`src/rtl/snz_pkg.sv`:
```
`timescale 1ns/1ps
package snz_pkg;

  typedef enum logic [1:0] {
    SNZ_AWAKE   = 2'd0,
    SNZ_ASLEEP  = 2'd1,
    SNZ_RECOVER = 2'd2
  } snz_state_e;

  // width of the recovery counter that counts 0 .. rec-1
  function automatic int snz_cnt_w(input int rec);
    return (rec > 1) ? $clog2(rec) : 1;
  endfunction

  // last count value of the recovery wait
  function automatic int snz_rec_last(input int rec);
    return (rec > 0) ? rec - 1 : 0;
  endfunction

  // edges from request release until sampling is unblocked
  function automatic int snz_exit_edges(input int stages, input int rec);
    return stages + 1 + rec;
  endfunction

endpackage

```
`src/rtl/snz_sync.sv`:
```
`timescale 1ns/1ps
module snz_sync #(
  parameter int STAGES = 2
) (
  input  logic clk,
  input  logic rst_n,
  input  logic async_in,
  output logic sync_out
);
  logic [STAGES-1:0] chain_q;

  generate
    for (genvar s = 0; s < STAGES; s++) begin : g_stage
      if (s == 0) begin : g_first
        always_ff @(posedge clk or negedge rst_n) begin
          if (!rst_n) chain_q[0] <= 1'b0;
          else        chain_q[0] <= async_in;
        end
      end else begin : g_rest
        always_ff @(posedge clk or negedge rst_n) begin
          if (!rst_n) chain_q[s] <= 1'b0;
          else        chain_q[s] <= chain_q[s-1];
        end
      end
    end
  endgenerate

  assign sync_out = chain_q[STAGES-1];
endmodule

```
`src/rtl/snz_seq.sv`:
```
`timescale 1ns/1ps
module snz_seq
  import snz_pkg::*;
#(
  parameter int RECOVER_CYC = 2
) (
  input  logic clk,
  input  logic rst_n,
  input  logic req_sync,
  input  logic op_busy,
  output logic block_o,
  output logic standby_o,
  output logic dropped_o
);
  localparam int CW = snz_cnt_w(RECOVER_CYC);
  localparam logic [CW-1:0] LAST = CW'(snz_rec_last(RECOVER_CYC));

  snz_state_e      state_q;
  logic [CW-1:0]   cnt_q;
  logic            dropped_q;

  always_ff @(posedge clk or negedge rst_n) begin
    if (!rst_n) begin
      state_q   <= SNZ_AWAKE;
      cnt_q     <= '0;
      dropped_q <= 1'b0;
    end else begin
      dropped_q <= 1'b0;
      case (state_q)
        SNZ_AWAKE: begin
          if (req_sync) begin
            state_q   <= SNZ_ASLEEP;
            dropped_q <= op_busy;
          end
        end
        SNZ_ASLEEP: begin
          if (!req_sync) begin
            state_q <= SNZ_RECOVER;
            cnt_q   <= '0;
          end
        end
        SNZ_RECOVER: begin
          if (req_sync)           state_q <= SNZ_ASLEEP;
          else if (cnt_q == LAST) state_q <= SNZ_AWAKE;
          else                    cnt_q   <= cnt_q + 1'b1;
        end
        default: state_q <= SNZ_AWAKE;
      endcase
    end
  end

  // gating takes effect as soon as the synchronised request is seen
  assign block_o   = (state_q != SNZ_AWAKE) || req_sync;
  assign standby_o = (state_q != SNZ_AWAKE);
  assign dropped_o = dropped_q;
endmodule

```
`src/rtl/snz_capture.sv`:
```
`timescale 1ns/1ps
module snz_capture #(
  parameter int ADDR_W = 18,
  parameter int DATA_W = 36,
  parameter int LANES  = 4
) (
  input  logic              clk,
  input  logic              rst_n,
  input  logic              block,
  input  logic              sel_i,
  input  logic              wr_i,
  input  logic              adv_i,
  input  logic [ADDR_W-1:0] addr_i,
  input  logic [DATA_W-1:0] data_i,
  input  logic [LANES-1:0]  be_i,
  output logic              sel_q,
  output logic              wr_q,
  output logic              adv_q,
  output logic [ADDR_W-1:0] addr_q,
  output logic [DATA_W-1:0] data_q,
  output logic [LANES-1:0]  be_q
);
  localparam int LANE_W = DATA_W / LANES;

  // command strobes: cleared while blocked, which deselects the memory
  always_ff @(posedge clk or negedge rst_n) begin
    if (!rst_n) begin
      sel_q <= 1'b0;
      wr_q  <= 1'b0;
      adv_q <= 1'b0;
    end else begin
      sel_q <= sel_i & ~block;
      wr_q  <= wr_i  & ~block;
      adv_q <= adv_i & ~block;
    end
  end

  always_ff @(posedge clk or negedge rst_n) begin
    if (!rst_n)      addr_q <= '0;
    else if (!block) addr_q <= addr_i;
  end

  generate
    for (genvar l = 0; l < LANES; l++) begin : g_lane
      always_ff @(posedge clk or negedge rst_n) begin
        if (!rst_n) begin
          data_q[l*LANE_W +: LANE_W] <= '0;
          be_q[l]                    <= 1'b0;
        end else if (!block) begin
          data_q[l*LANE_W +: LANE_W] <= data_i[l*LANE_W +: LANE_W];
          be_q[l]                    <= be_i[l];
        end
      end
    end
  endgenerate
endmodule

```
`src/rtl/snz_ctrl.sv`:
```
`timescale 1ns/1ps
module snz_ctrl #(
  parameter int ADDR_W      = 18,
  parameter int DATA_W      = 36,
  parameter int LANES       = 4,
  parameter int SYNC_STAGES = 2,
  parameter int RECOVER_CYC = 2
) (
  input  logic              clk,
  input  logic              rst_n,
  input  logic              sleep_req,
  input  logic              host_sel,
  input  logic              host_wr,
  input  logic              host_adv,
  input  logic [ADDR_W-1:0] host_addr,
  input  logic [DATA_W-1:0] host_wdata,
  input  logic [LANES-1:0]  host_be,
  output logic              cmd_sel,
  output logic              cmd_wr,
  output logic              cmd_adv,
  output logic [ADDR_W-1:0] cmd_addr,
  output logic [DATA_W-1:0] cmd_wdata,
  output logic [LANES-1:0]  cmd_be,
  output logic              inputs_blocked,
  output logic              snooze_active,
  output logic              access_dropped
);
  logic req_synced;
  logic op_busy;
  logic gate_on;

  snz_sync #(.STAGES(SYNC_STAGES)) u_sync (
    .clk      (clk),
    .rst_n    (rst_n),
    .async_in (sleep_req),
    .sync_out (req_synced)
  );

  // an accepted write or burst step still sits in the command register
  assign op_busy = cmd_wr | cmd_adv;

  snz_seq #(.RECOVER_CYC(RECOVER_CYC)) u_seq (
    .clk       (clk),
    .rst_n     (rst_n),
    .req_sync  (req_synced),
    .op_busy   (op_busy),
    .block_o   (gate_on),
    .standby_o (snooze_active),
    .dropped_o (access_dropped)
  );

  snz_capture #(.ADDR_W(ADDR_W), .DATA_W(DATA_W), .LANES(LANES)) u_cap (
    .clk    (clk),
    .rst_n  (rst_n),
    .block  (gate_on),
    .sel_i  (host_sel),
    .wr_i   (host_wr),
    .adv_i  (host_adv),
    .addr_i (host_addr),
    .data_i (host_wdata),
    .be_i   (host_be),
    .sel_q  (cmd_sel),
    .wr_q   (cmd_wr),
    .adv_q  (cmd_adv),
    .addr_q (cmd_addr),
    .data_q (cmd_wdata),
    .be_q   (cmd_be)
  );

  assign inputs_blocked = gate_on;
endmodule

```
`config.mk`:
```
export PLATFORM = sky130hd
export DESIGN_NAME = snz_ctrl
export DESIGN_NICKNAME = d
export VERILOG_FILES = /design/src/rtl/snz_pkg.sv /design/src/rtl/snz_sync.sv /design/src/rtl/snz_seq.sv /design/src/rtl/snz_capture.sv /design/src/rtl/snz_ctrl.sv
export SDC_FILE = /design/constraint.sdc
export NUM_CORES = 1
export LEC_CHECK = 0
export ABC_AREA = 1
export CAP_MARGIN = 20
export CORE_UTILIZATION = 40
export DETAILED_ROUTE_END_ITERATION = 8
export DONT_BUFFER_PORTS = 1
export GPL_TIMING_DRIVEN = 0
export PLACE_DENSITY = 0.62
export SYNTH_ARGS = -nofsm -noshare
export SYNTH_HDL_FRONTEND = slang
export SYNTH_SLANG_ARGS = --single-unit
```
`constraint.sdc`:
```
create_clock -name clk -period 1.7 [get_ports clk]
set_input_delay 0.34 -clock clk [delete_from_list [all_inputs] [get_ports clk]]
set_output_delay 0.34 -clock clk [all_outputs]
set_load 0.01 [all_outputs]
```
## Yosys cells after proc, flatten, opt, wreduce, memory -nomap -nowiden

Index checks and enable logic that the tools add are counted.

| cells by class | value |
|---|---|
| $add $sub $neg | 1 |
| equality and inequality tests | 6 |
| muxes and demuxes | 11 |
| bitwise operators | 5 |
| reductions and logical operators | 6 |

Operators with widths:

| cell | count |
|---|---|
| 2-bit 2-to-1 mux | 4 |
| 2-bit inequality test, second input constant | 3 |
| 2-bit case mux with 3 select lines | 1 |
| 3-bit AND reduction | 2 |
| 1-bit 2-to-1 mux | 5 |
| 2-bit nonzero test | 2 |
| 1-bit AND | 3 |
| 3-bit by 2-bit inequality test with 1-bit output, second input constant | 1 |
| 2-bit by 1-bit == test with 1-bit output, second input constant | 1 |
| 2-bit == test, second input constant | 1 |
| 2-bit zero test | 1 |
| 1-bit case mux with 2 select lines | 1 |
| 1-bit adder, second input constant | 1 |
| 1-bit logical OR | 1 |
| 1-bit NOT | 1 |
| 1-bit OR | 1 |

| storage, ports and cells | value |
|---|---|
| bits in registers | 67 |
| input bits | 64 |
| word-level logic and storage cells | 46 |

## Longest topological paths before layout

Gate-level depths: netlist of run 1.

| depth | value |
|---|---|
| depth in word-level cells | 4 |
| depth in mapped cells | 5 |

## Cells and area by module

From an unflattened synthesis of run 1, not the netlist that was laid out.

| unflattened totals | value |
|---|---|
| cell total of the unflattened synthesis | 280 |
| area, all modules | 2529.9 um^2 |

By module, submodules not included:

| module | instances | cells each | area an instance (um^2) | seq. area each (um^2) |
|---|---|---|---|---|
| snz_capture | 1 | 255 | 2290.9 | 1526.5 |
| snz_seq | 1 | 20 | 177.7 | 100.1 |
| snz_sync | 1 | 2 | 50.0 | 50.0 |
| snz_ctrl | 1 | 3 | 11.3 | 0.0 |

## Worst setup path before layout of run 1

OpenSTA, ideal clock, no wires.

| timing | value |
|---|---|
| path type | register -> output |
| from | register u_seq.state_q[1] |
| to | output inputs_blocked |
| arrival time | 0.865 ns |
| data required time | 1.360 ns |
| setup slack | 0.495 ns |
| stages on the path, launching flop included | 4 |
| buffers on the path | 1 |
| cell sequence | dfrtp_1 > nor2_8 > nand2_8 > buf_4 |

| between the ends | value |
|---|---|
| word-level cells in the longest chain between the ends | 2 |

RTL lines:

| item | line | RTL |
|---|---|---|
| from (decl) | snz_seq.sv:18 | `snz_state_e state_q;` |
| from (signal assigned) | snz_seq.sv:24 | `state_q <= SNZ_AWAKE;` |
| from (signal assigned) | snz_seq.sv:32 | `state_q <= SNZ_ASLEEP;` |
| from (signal assigned) | snz_seq.sv:38 | `state_q <= SNZ_RECOVER;` |
| 2-bit nonzero test | snz_seq.sv:53 | `assign block_o = (state_q != SNZ_AWAKE) \|\| req_sync;` |
| 1-bit logical OR | snz_seq.sv:53 |  |
| to (decl) | snz_ctrl.sv:24 | `output logic inputs_blocked,` |

No other way between the ends.

## Worst setup path after layout of run 1

| timing | value |
|---|---|
| from | register u_seq.state_q[0] |
| to | output inputs_blocked |

Same word-level chain as after synthesis.

==> results of run 1 <==
==> critical path, cell delays in order (launching register included) <==
cell	delay, ps
sky130_fd_sc_hd__dfrtp_2	450
sky130_fd_sc_hd__nor2_8	190
sky130_fd_sc_hd__nand2_8	110
sky130_fd_sc_hd__buf_4	190
==> synth_stat cells <==
library cell	number	area [µm²]
sky130_fd_sc_hd__nand3_2	10	100
sky130_fd_sc_hd__buf_8	1	15.0
sky130_fd_sc_hd__buf_4	4	30.0
sky130_fd_sc_hd__nand2_1	120	450
sky130_fd_sc_hd__nor2_8	1	20.0
sky130_fd_sc_hd__dfrtp_1	67	1680
sky130_fd_sc_hd__nand3_1	50	250
sky130_fd_sc_hd__inv_2	2	7.51
sky130_fd_sc_hd__buf_6	4	45.0
sky130_fd_sc_hd__nor2_1	5	18.8
sky130_fd_sc_hd__buf_2	8	40.0
sky130_fd_sc_hd__nand2_8	1	20.0
sky130_fd_sc_hd__buf_12	1	20.0
sky130_fd_sc_hd__o21ai_0	1	5.00
sky130_fd_sc_hd__a21oi_1	1	5.00
sky130_fd_sc_hd__inv_1	5	18.8
==> worst paths after layout <==
kind                                                   start                      endpoint  slack [ps]
worst min register to register   u_sync.chain_q[0]$_DFF_PN0_     u_sync.sync_out$_DFF_PN0_         350
max in group asynchronous                              rst_n  u_cap.data_q[30]$_DFFE_PN0N_        1890
worst max-delay path            u_seq.state_q[0]$_DFFE_PN0P_                inputs_blocked          80
worst max register to register  u_seq.state_q[0]$_DFFE_PN0P_   u_cap.data_q[0]$_DFFE_PN0N_         470
worst min-delay path                                   rst_n         u_cap.sel_q$_DFF_PN0_        -300
min in group clk                                   sleep_req   u_sync.chain_q[0]$_DFF_PN0_          30
==> cells by family after synthesis <==
logic type,after synthesis,synth area share (%)
buf+inv,25,6.48
compound gates,2,0.367
flops,67,61.6
simple gates,187,31.6
==> cell type report <==
cell class / count / area (µm²)
buffer: 18 / 150
clock buffer: 11 / 141
clock inverter: 5 / 52.6
fill: 650 / 3420
inverter: 7 / 26.3
multi-input combinational: 189 / 870
sequential: 67 / 1680
tap: 77 / 96.3
timing repair buffer: 3 / 22.5
==> per-stage QoR <==
stage | area, µm² | power (µW)
5_1_grt | 3040 | 4240
4_1_cts | 3010 | 4060
3_5_place_dp | 2820 | 2750
6_report | 3040 | 4010
2_1_floorplan | 2720 | 2600
3_3_place_gp | 2820 | 2720
==> state kept, by name, indices dropped and copies added, names as in the netlist, 2 cells and up <==
| signal | count |
|---|---|
| u_cap.data_q | 36 |
| u_cap.addr_q | 18 |
| u_cap.be_q | 4 |
| u_seq.state_q | 2 |
==> routing by layer <==
| layer | global-route usage (%) | vias up |
|---|---|---|
| li1 | - | 917 |
| met5 | 0 | - |
| met3 | 5.60 | 11 |
| met4 | 7.09 | 0 |
| met1 | 22.7 | 888 |
| met2 | 26.6 | 81 |
==> power breakdown <==
group          total [µW]  switching [µW]  leakage [µW]  internal, µW
Sequential           2240             354      0.000831          1890
Combinational         478             281      0.000677           198
Clock                1290             575     0.0000991           710
==> what timing repair did <==
item,in CTS,in global routing
hold endpoints to repair,67,67
setup buffers,0,3
setup endpoints to repair,0,1
gates resized for setup,0,1
==> layout by cell type, fill, tap and decap left out <==
cell / n
sky130_fd_sc_hd__clkinvlp_4: 1
sky130_fd_sc_hd__nand3_2: 10
sky130_fd_sc_hd__buf_2: 8
sky130_fd_sc_hd__buf_4: 7
sky130_fd_sc_hd__nor2_8: 1
sky130_fd_sc_hd__dfrtp_2: 1
sky130_fd_sc_hd__inv_2: 2
sky130_fd_sc_hd__a21oi_1: 1
sky130_fd_sc_hd__clkbuf_8: 10
sky130_fd_sc_hd__nand2_8: 1
sky130_fd_sc_hd__buf_6: 4
sky130_fd_sc_hd__nor2_1: 5
sky130_fd_sc_hd__nand2_1: 120
sky130_fd_sc_hd__clkbuf_1: 1
sky130_fd_sc_hd__dfrtp_1: 66
sky130_fd_sc_hd__inv_1: 5
sky130_fd_sc_hd__clkinv_2: 3
sky130_fd_sc_hd__bufinv_16: 1
sky130_fd_sc_hd__o21ai_0: 1
sky130_fd_sc_hd__buf_8: 1
sky130_fd_sc_hd__buf_12: 1
sky130_fd_sc_hd__nand3_1: 50
==> implementation parameters, run 1 <==
Parameter                              Value

Layout
  Area overhead of the layout relative to synthesis ... 11.5%
  Final Util ... 47.0%
  Final-stage net count ... approximately 360
  Number of non-filler instances in the completed layout ... approximately 380
  Fraction of final layout cells with drive strength greater than 1 ... 17.0%
  Antenna diode instance count ... 0

STA
  Timing-limited maximum frequency ... slightly above 0.6 GHz
  # setup viols final ... 0
  Total Neg Setup Slack ... 0 ps
  Hold violation total from the final report ... 67
  Crit share post-route ... ~95%
  Measured slew at the worst slew-check pin ... about 260 ps
  Number of max-slew violations in the final report ... 0
  Hold_ws ... -299 ps
  Worst Setup Slack, final ... 83.3 ps
  Max-slew headroom at the worst pin ... 82.8%
  RSZ-0062 raised after global routing ... false
  Crit path time final ... 1620 ps
  Clock tree skew after final layout ... 8.16 ps

GRT
  Residual overflow from global routing ... 0
  Via count of the first global-routing pass ... 1,965
  Wire length of the first global-routing pass ... slightly below 10,000 µm
  Antenna violations before repair ... 0
  All-Layer GR Usage ... between 10% and 20%
  Pin count of the biggest net entering global routing ... 68

Floorplanning
  Starting density of the core ... between 40 and 50%
  Die height ... 84.5 µm
  Number of I/O pins ... between 100 and 150
  Chip Width ... around 85 µm
  Number of cell rows ... 29
  DIE AREA ... 7140 µm²
  Area of the core ... 6460 µm²

Clock tree
  Clock network latency to the later pin of the worst-skew pair ... 330 ps
  Number of levels in the clock H-tree ... 3
  Clock input transition at the sequential cells of the worst setup and hold paths ... 70 ps
  TritonCTS clock tree ... built
  TritonCTS buffer count ... 9
  Cell chosen for the clock root ... sky130_fd_sc_hd__clkbuf_8
  Number of buffers between clock root and the deepest sink ... 2
  Clock Sink Count ... 67

Pwr
  Standby leakage power ... 0.00161 µW
  Worst ir drop on vdd ... roughly 0.00055 V
  Power per standard cell area ... 1320 nW/µm²

Placement
  DP HPWL ... just under 4000 µm
  Post-placement cell count ... 358
  Global placer's final weighted congestion ... 0.678
  Count of port buffers added during placement ... 0
  Setup WS pre-CTS ... 390 ps

Routing
  Routed length on met3 ... 531 µm
  Routed wl met2 ... 2720 µm
  Avg WL per Cell ... ~16 µm
  Overall routed net length ... 5850 µm
  Via Count ... about 1,900
  Drt first-iter violations ... 159
  Sum of routed wire segments on met1 ... ~2500 µm
  1st-pass router iterations ... 6
  Top layer in use ... met4
  Vias per cell ... 5.03
  Remaining routing DRC violations ... 7
  Antenna Nets Post-Route ... 0

Yosys
  Number of standard cells after synthesis ... 281
  Net Count, Synth ... between 300 and 400
  Number of synthesized register bits ... 67
  Warnings, synthesis ... 0
  Post-synthesis sequential area ratio ... 61.6%
  Total standard cell area after synthesis ... 2720 µm²
  Average instance area after synthesis ... ~9.7 µm²
  Unique masters post-synth ... 16

Critical path
  Crit end category ... output port
  Worst reg-to-reg path cell count ... 5
  Setup crit start kind ... flop
  Required @ worst endpoint ... 1360 ps
  Maximum fanout encountered on the critical timing path ... 10
  Data arrival time of the worst path ... approximately 1300 ps
  Critical path class ... flop to output port

Job
  Count of max-cap constraint violations ... 0

Min path
  Hold/Removal Path Class ... input pin to async pin

Outcome
  Run status ... finished, violations left
  Failing checks ... DRC, hold timing
(Power assumes the default switching activity.)
==> run 2: changes to the inputs <==
--- a/config.mk
+++ b/config.mk
@@ -7,11 +7,13 @@
 export LEC_CHECK = 0
 export ABC_AREA = 1
 export CAP_MARGIN = 20
+export CORE_ASPECT_RATIO = 1.25
 export CORE_UTILIZATION = 40
 export DETAILED_ROUTE_END_ITERATION = 8
 export DONT_BUFFER_PORTS = 1
 export GPL_TIMING_DRIVEN = 0
 export PLACE_DENSITY = 0.62
+export REMOVE_ABC_BUFFERS = 1
 export SYNTH_ARGS = -nofsm -noshare
 export SYNTH_HDL_FRONTEND = slang
 export SYNTH_SLANG_ARGS = --single-unit
==> implementation parameters, run 2 (synthesis gave the netlist of run 1 again) <==
Parameter                              Value

Clock tree
  Clock network latency to the later pin of the worst-skew pair ... 330 ps (about the same)
  TritonCTS buffer count ... 9 (unchanged)
  Number of levels in the clock H-tree ... 3 (unchanged)
  TritonCTS clock tree ... built
  Clock input transition at the sequential cells of the worst setup and hold paths ... 70 ps (about the same)
  Cell chosen for the clock root ... sky130_fd_sc_hd__clkbuf_8
  Clock Sink Count ... 67 (unchanged)
  Number of buffers between clock root and the deepest sink ... 2 (unchanged)

Placement
  Area after detailed placement ... 2700 µm² (-4.2%)
  DP HPWL ... 3560 µm (-9.8%)
  Count of port buffers added during placement ... 0 (unchanged)
  Global placer's final weighted congestion ... 0.720 (+6.2%)

STA
  Clock tree skew after final layout ... 6.62 ps (-1.54 ps)
  Hold violation total from the final report ... 67 (unchanged)
  Crit path time final ... 1620 ps (+5.24 ps)
  Crit share post-route ... 95.4% (+0.31 points)
  RSZ-0062 raised after global routing ... false
  # setup viols final ... 0 (unchanged)
  Total Neg Setup Slack ... 0 ps (unchanged)
  Timing-limited maximum frequency ... 0.617 GHz (-0.32%)
  Number of max-slew violations in the final report ... 0 (unchanged)
  Measured slew at the worst slew-check pin ... 917 ps (+660 ps)
  Hold_ws ... -301 ps (-2.16 ps)
  Max-slew headroom at the worst pin ... 38.7% (-44 points)

Floorplanning
  Area of the core ... 6570 µm² (+1.6%)
  Starting density of the core ... 41.5% (-0.68 points)
  Number of I/O pins ... 128 (unchanged)
  Die height ... 94.2 µm (+12%)
  Number of cell rows ... 33 (+14%)
  DIE AREA ... 7140 µm² (about the same)
  Chip Width ... 75.8 µm (-10%)

GRT
  Pin count of the biggest net entering global routing ... 68 (unchanged)
  Residual overflow from global routing ... 0 (unchanged)
  Antenna violations before repair ... 0 (unchanged)
  Via count of the first global-routing pass ... 1,859 (-5.4%)
  All-Layer GR Usage ... 20.0% (+2.7 points)
  Wire length of the first global-routing pass ... 10,100 µm (+4.1%)

Layout
  Final Util ... 45.8% (-1.2 points)
  Antenna diode instance count ... 0 (unchanged)
  Fraction of final layout cells with drive strength greater than 1 ... 13.6% (-3.4 points)
  Largest registers ... u_cap.data_q (36), u_cap.addr_q (18), u_cap.be_q (4)
  Area overhead of the layout relative to synthesis ... 10.5%
  Finished Cell Area ... 3010 µm² (-0.95%)
  Top register by number of flip-flops ... u_cap.data_q
  Final-stage net count ... 347 (-3.3%)
  Most used cells in the layout excluding fill and tap cells ... 120 x sky130_fd_sc_hd__nand2_1, 64 x sky130_fd_sc_hd__dfrtp_1, 50 x sky130_fd_sc_hd__nand3_1
  Number of flip-flops in the largest register ... 36 (unchanged)
  Leading cell type in the layout, fill and taps excluded ... sky130_fd_sc_hd__nand2_1

Routing
  Antenna Nets Post-Route ... 0 (unchanged)
  Overall routed net length ... 6800 µm (+16%)
  Via Count ... 1,927 (+1.6%)
  1st-pass router iterations ... 5 (-1)
  Drt first-iter violations ... 143 (-10%)
  Avg WL per Cell ... 18.2 µm (+17%)
  Vias per cell ... 5.15 (+2.4%)
  Remaining routing DRC violations ... 0 (-7)

Critical path
  Data arrival time of the worst path ... 1280 ps (about the same)
  Maximum fanout encountered on the critical timing path ... 6 (-4)
  Setup crit start kind ... flop
  Required @ worst endpoint ... 1360 ps (about the same)
  Crit end category ... output port
  Largest incremental delay on the critical path ... 500 ps (+50 ps)
  Worst-path cell with the longest stage delay ... sky130_fd_sc_hd__dfrtp_2
  Critical path class ... flop to output port
  Cell chain of the critical path ... nor2_8 -> buf_4 -> inv_2

Pwr
  Standby leakage power ... 0.00157 µW (-2.5%)
  Worst ir drop on vdd ... 0.000553 V (+0.35%)
  Post-layout total power ... 4030 µW (+0.72%)
  Power per standard cell area ... 1340 nW/µm² (+1.7%)

Outcome
  Run status ... finished, violations left
  Failing checks ... hold timing

Job
  Count of max-cap constraint violations ... 0 (unchanged)

Min path
  Hold/Removal Path Class ... input pin to async pin
## run 2: cell types whose count changed in the layout (fill, tap and decap cells not counted), moves of 2 or more
cell,before,now
sky130_fd_sc_hd__clkinv_2,3,1
sky130_fd_sc_hd__buf_2,8,0
sky130_fd_sc_hd__dfrtp_2,1,3
sky130_fd_sc_hd__nor2_4,0,2
sky130_fd_sc_hd__buf_4,7,2
sky130_fd_sc_hd__nand2_4,0,2
sky130_fd_sc_hd__buf_6,4,0
sky130_fd_sc_hd__dfrtp_1,66,64
## run 2: report_power, final
group | leakage (µW) | internal, µW | switching (µW) | total [µW]
Sequential | 0.000829 | 1890 | 362 | 2250
Combinational | 0.000638 | 170 | 301 | 471
Clock | 0.0000995 | 749 | 563 | 1310
## run 2: worst paths after layout
kind,cells after the start,end,startpoint,slack [ps]
max in group asynchronous,0,u_sync.sync_out$_DFF_PN0_,rst_n,1900
setup / recovery,3,snooze_active,u_seq.state_q[0]$_DFFE_PN0P_,80
hold / removal,0,u_cap.addr_q[2]$_DFFE_PN0N_,rst_n,-300
min in group clk,0,u_sync.chain_q[0]$_DFF_PN0_,sleep_req,30
setup reg to reg,3,u_cap.be_q[3]$_DFFE_PN0N_,u_seq.state_q[0]$_DFFE_PN0P_,130
hold reg to reg,0,u_sync.sync_out$_DFF_PN0_,u_sync.chain_q[0]$_DFF_PN0_,360
## run 2: through the flow
stage          hold WS (ps)  setup WS, ps  cells
4_1_cts                -316          11.4    374
5_1_grt                -331          10.4    374
6_report               -301          78.1    374
2_1_floorplan          44.4          68.2    263
3_5_place_dp           45.8          -355    351
3_3_place_gp           45.6          -373    350
## run 2: worst max-delay path: cells and delay by family (launching register included)
family | cells | cell delay, ps
buffers and inverters | 2 | 230
flip-flops | 1 | 500
AND/OR/NAND/NOR | 1 | 230
## run 2: what timing repair did
action | 4_1_cts | 5_1_grt
pin swaps | 2 | 0
gates resized for setup | 4 | 2
setup endpoints to repair | 63 | 4
cloned | 6 | 0
hold endpoints to repair | 67 | 67
buffers inserted | 2 | 0
## run 2: cell type report
class	count	area (µm²)
clock buffers	13	159
well taps	87	109
fillers	646	3560
repair inverters	1	3.75
flip-flops and latches	67	1680
multi-input cells	193	915
clock inverters	2	35.0
repair buffers	4	75.1
inverters	7	31.3
## run 2: layer usage
metal  global-route usage [%]  share of wire (%)
met5                        0                  0
met2                     32.0                 50
met1                     25.0                 42
met3                     6.12                5.7
met4                     6.94                1.7
==> run 3: changes to the inputs <==
--- a/config.mk
+++ b/config.mk
@@ -12,8 +12,10 @@
 export DETAILED_ROUTE_END_ITERATION = 8
 export DONT_BUFFER_PORTS = 1
 export GPL_TIMING_DRIVEN = 0
+export MAX_ROUTING_LAYER = met4
 export PLACE_DENSITY = 0.62
 export REMOVE_ABC_BUFFERS = 1
+export SLEW_MARGIN = 25
 export SYNTH_ARGS = -nofsm -noshare
 export SYNTH_HDL_FRONTEND = slang
 export SYNTH_SLANG_ARGS = --single-unit
==> implementation parameters, run 3 (synthesis gave the netlist of run 1 again) <==
Parameter                              Value

Placement
  Area after detailed placement ... 2680 µm² (-0.65%)
  Count of port buffers added during placement ... 0 (unchanged)
  DP HPWL ... 3420 µm (-3.9%)
  Global placer's final weighted congestion ... 0.728 (+1.2%)
  Setup WS pre-CTS ... -324 ps (+30.8 ps)

Floorplanning
  Area of the core ... 6570 µm² (unchanged)
  Number of cell rows ... 33 (unchanged)
  Starting density of the core ... 41.5% (unchanged)
  DIE AREA ... 7140 µm² (unchanged)
  Die height ... 94.2 µm (unchanged)
  Number of I/O pins ... 128 (unchanged)
  Chip Width ... 75.8 µm (unchanged)

Outcome
  Failing checks ... hold timing
  Run status ... finished, violations left

Routing
  Avg WL per Cell ... 17.8 µm (-2.0%)
  Remaining routing DRC violations ... 0 (unchanged)
  Drt first-iter violations ... 145 (+1.4%)
  Overall routed net length ... 6610 µm (-2.7%)
  Via Count ... 1,917 (-0.52%)
  Vias per cell ... 5.17 (+0.29%)
  1st-pass router iterations ... 4 (-1)
  Antenna Nets Post-Route ... 0 (unchanged)

Critical path
  Worst-path cell with the longest stage delay ... sky130_fd_sc_hd__dfrtp_2
  Cell chain of the critical path ... bufinv_16 -> nand2_8
  Setup crit start kind ... flop
  Critical path class ... flop to output port
  Data arrival time of the worst path ... 1300 ps (+20 ps)
  Crit end category ... output port
  Required @ worst endpoint ... 1360 ps (about the same)
  Maximum fanout encountered on the critical timing path ... 32 (+26)
  Count of buffering cells on the critical path with inverters included ... 1 (-1)
  Top Family by Delay on Critical Path ... flip-flops
  Largest incremental delay on the critical path ... 460 ps (-40 ps)

Layout
  Top register by number of flip-flops ... u_cap.data_q
  Most used cells in the layout excluding fill and tap cells ... 120 x sky130_fd_sc_hd__nand2_1, 64 x sky130_fd_sc_hd__dfrtp_1, 50 x sky130_fd_sc_hd__nand3_1
  Area overhead of the layout relative to synthesis ... 9.56%
  Filler cells ... 648 (+0.31%)
  Multi-input gate area ... 903 µm² (-1.2%)
  Number of flip-flops in the largest register ... 36 (unchanged)
  Fraction of final layout cells with drive strength greater than 1 ... 13.0% (-0.56 points)
  FF+latch area ... 1680 µm² (unchanged)
  Final-stage net count ... 345 (-0.58%)
  Antenna diode instance count ... 0 (unchanged)
  Leading cell type in the layout, fill and taps excluded ... sky130_fd_sc_hd__nand2_1
  Largest registers ... u_cap.data_q (36), u_cap.addr_q (18), u_cap.be_q (4)
  Finished Cell Area ... 2980 µm² (-0.83%)

STA
  Hold_ws ... -305 ps (-4.44 ps)
  Crit share post-route ... 96.6% (+1.2 points)
  Hold violation total from the final report ... 67 (unchanged)
  Timing-limited maximum frequency ... 0.609 GHz (-1.3%)
  # setup viols final ... 0 (unchanged)
  Worst Setup Slack, final ... 57.0 ps (-21.1 ps)
  Number of max-slew violations in the final report ... 0 (unchanged)
  Total Neg Setup Slack ... 0 ps (unchanged)
  Max-slew headroom at the worst pin ... 39.6% (+0.91 points)
  Clock tree skew after final layout ... 9.21 ps (+2.58 ps)
  Crit path time final ... 1640 ps (+21.1 ps)
  Measured slew at the worst slew-check pin ... 903 ps (-13.7 ps)

Pwr
  Power per standard cell area ... 1330 nW/µm² (-0.70%)
  P_sw ... 1210 µW (-1.3%)
  Register share of total power ... 56.7% (+0.9 points)
  Part of the total power dissipated in the clock network ... 31.4% (-1.1 points)
  Internal power of the cells ... 2760 µW (-1.6%)
  Relative contribution of combinational cells to total power ... 11.9% (+0.2 points)
  Worst ir drop on vdd ... 0.000598 V (+8.3%)
  Fraction of power spent switching nets ... 30.5% (+0.075 points)
  Standby leakage power ... 0.00155 µW (-1.3%)

GRT
  Wire length of the first global-routing pass ... 9290 µm (-8.2%)
  All-Layer GR Usage ... 18.7% (-1.3 points)
  Via count of the first global-routing pass ... 1,792 (-3.6%)
  Antenna violations before repair ... 0 (unchanged)
  Residual overflow from global routing ... 0 (unchanged)
  Pin count of the biggest net entering global routing ... 68 (unchanged)

Job
  Count of max-cap constraint violations ... 0 (unchanged)

Clock tree
  TritonCTS clock tree ... built
  Number of buffers between clock root and the deepest sink ... 2 (unchanged)
  Number of levels in the clock H-tree ... 3 (unchanged)
  Clock network latency to the later pin of the worst-skew pair ... 340 ps (about the same)
  TritonCTS buffer count ... 9 (unchanged)
  Cell chosen for the clock root ... sky130_fd_sc_hd__clkbuf_8
  Clock input transition at the sequential cells of the worst setup and hold paths ... 70 ps (about the same)
  Clock Sink Count ... 67 (unchanged)

Min path
  Hold/Removal Path Class ... input pin to async pin
[run 3: worst paths after layout]
| kind | from | to | slack (ps) | depth (start not counted) |
|---|---|---|---|---|
| worst max-delay path | u_sync.sync_out$_DFF_PN0_ | inputs_blocked | 60 | 2 |
| worst min-delay path | rst_n | u_cap.addr_q[3]$_DFFE_PN0N_ | -310 | 0 |
| max in group asynchronous | rst_n | u_seq.state_q[0]$_DFFE_PN0P_ | 1890 | 0 |
| worst max register to register | u_seq.state_q[1]$_DFFE_PN0P_ | u_cap.data_q[31]$_DFFE_PN0N_ | 160 | 3 |
| worst min register to register | u_sync.chain_q[0]$_DFF_PN0_ | u_sync.sync_out$_DFF_PN0_ | 350 | 0 |
| min in group clk | sleep_req | u_sync.chain_q[0]$_DFF_PN0_ | 30 | 0 |
[run 3: power groups by stage]
| stage | clock network [µW] | logic [µW] | registers [µW] |
|---|---|---|---|
| finish | 1250 | 472 | 2250 |
| global route | 1350 | 556 | 2290 |
| CTS | 1290 | 471 | 2250 |
| detailed placement | 0 | 413 | 2270 |
| global placement | 0 | 395 | 2270 |
| floorplan | 0 | 332 | 2200 |
[run 3: through the flow]
step	power, µW	cells	util, %
finish	3970	371	45.4
CTS	4020	370	45.0
global route	4200	371	45.4
detailed placement	2690	350	40.9
floorplan	2540	263	-
global placement	2660	350	40.8
[run 3: area by class of cell]
cell class	instances	share of cell area [%]
Sequential cell	67	56.3
Multi-Input combinational cell	192	30.3
Clock buffer	11	4.74
Tap cell	87	3.65
Inverter	7	1.76
Timing Repair Buffer	3	1.59
Clock inverter	3	1.34
Timing Repair inverter	1	0.294
[run 3: repair_timing]
item,4_1_cts,5_1_grt
setup endpoints to repair,63,17
pin swaps,1,1
resized for setup,4,4
cloned,3,1
endpoints found under the hold margin,67,67
setup buffers,3,0
[run 3: layer usage]
layer / global-route usage, % / wire (µm)
met5: - / 0
met4: 10.2 / 147
met3: 3.76 / 366
met2: 28.7 / 3360
met1: 22.7 / 2740
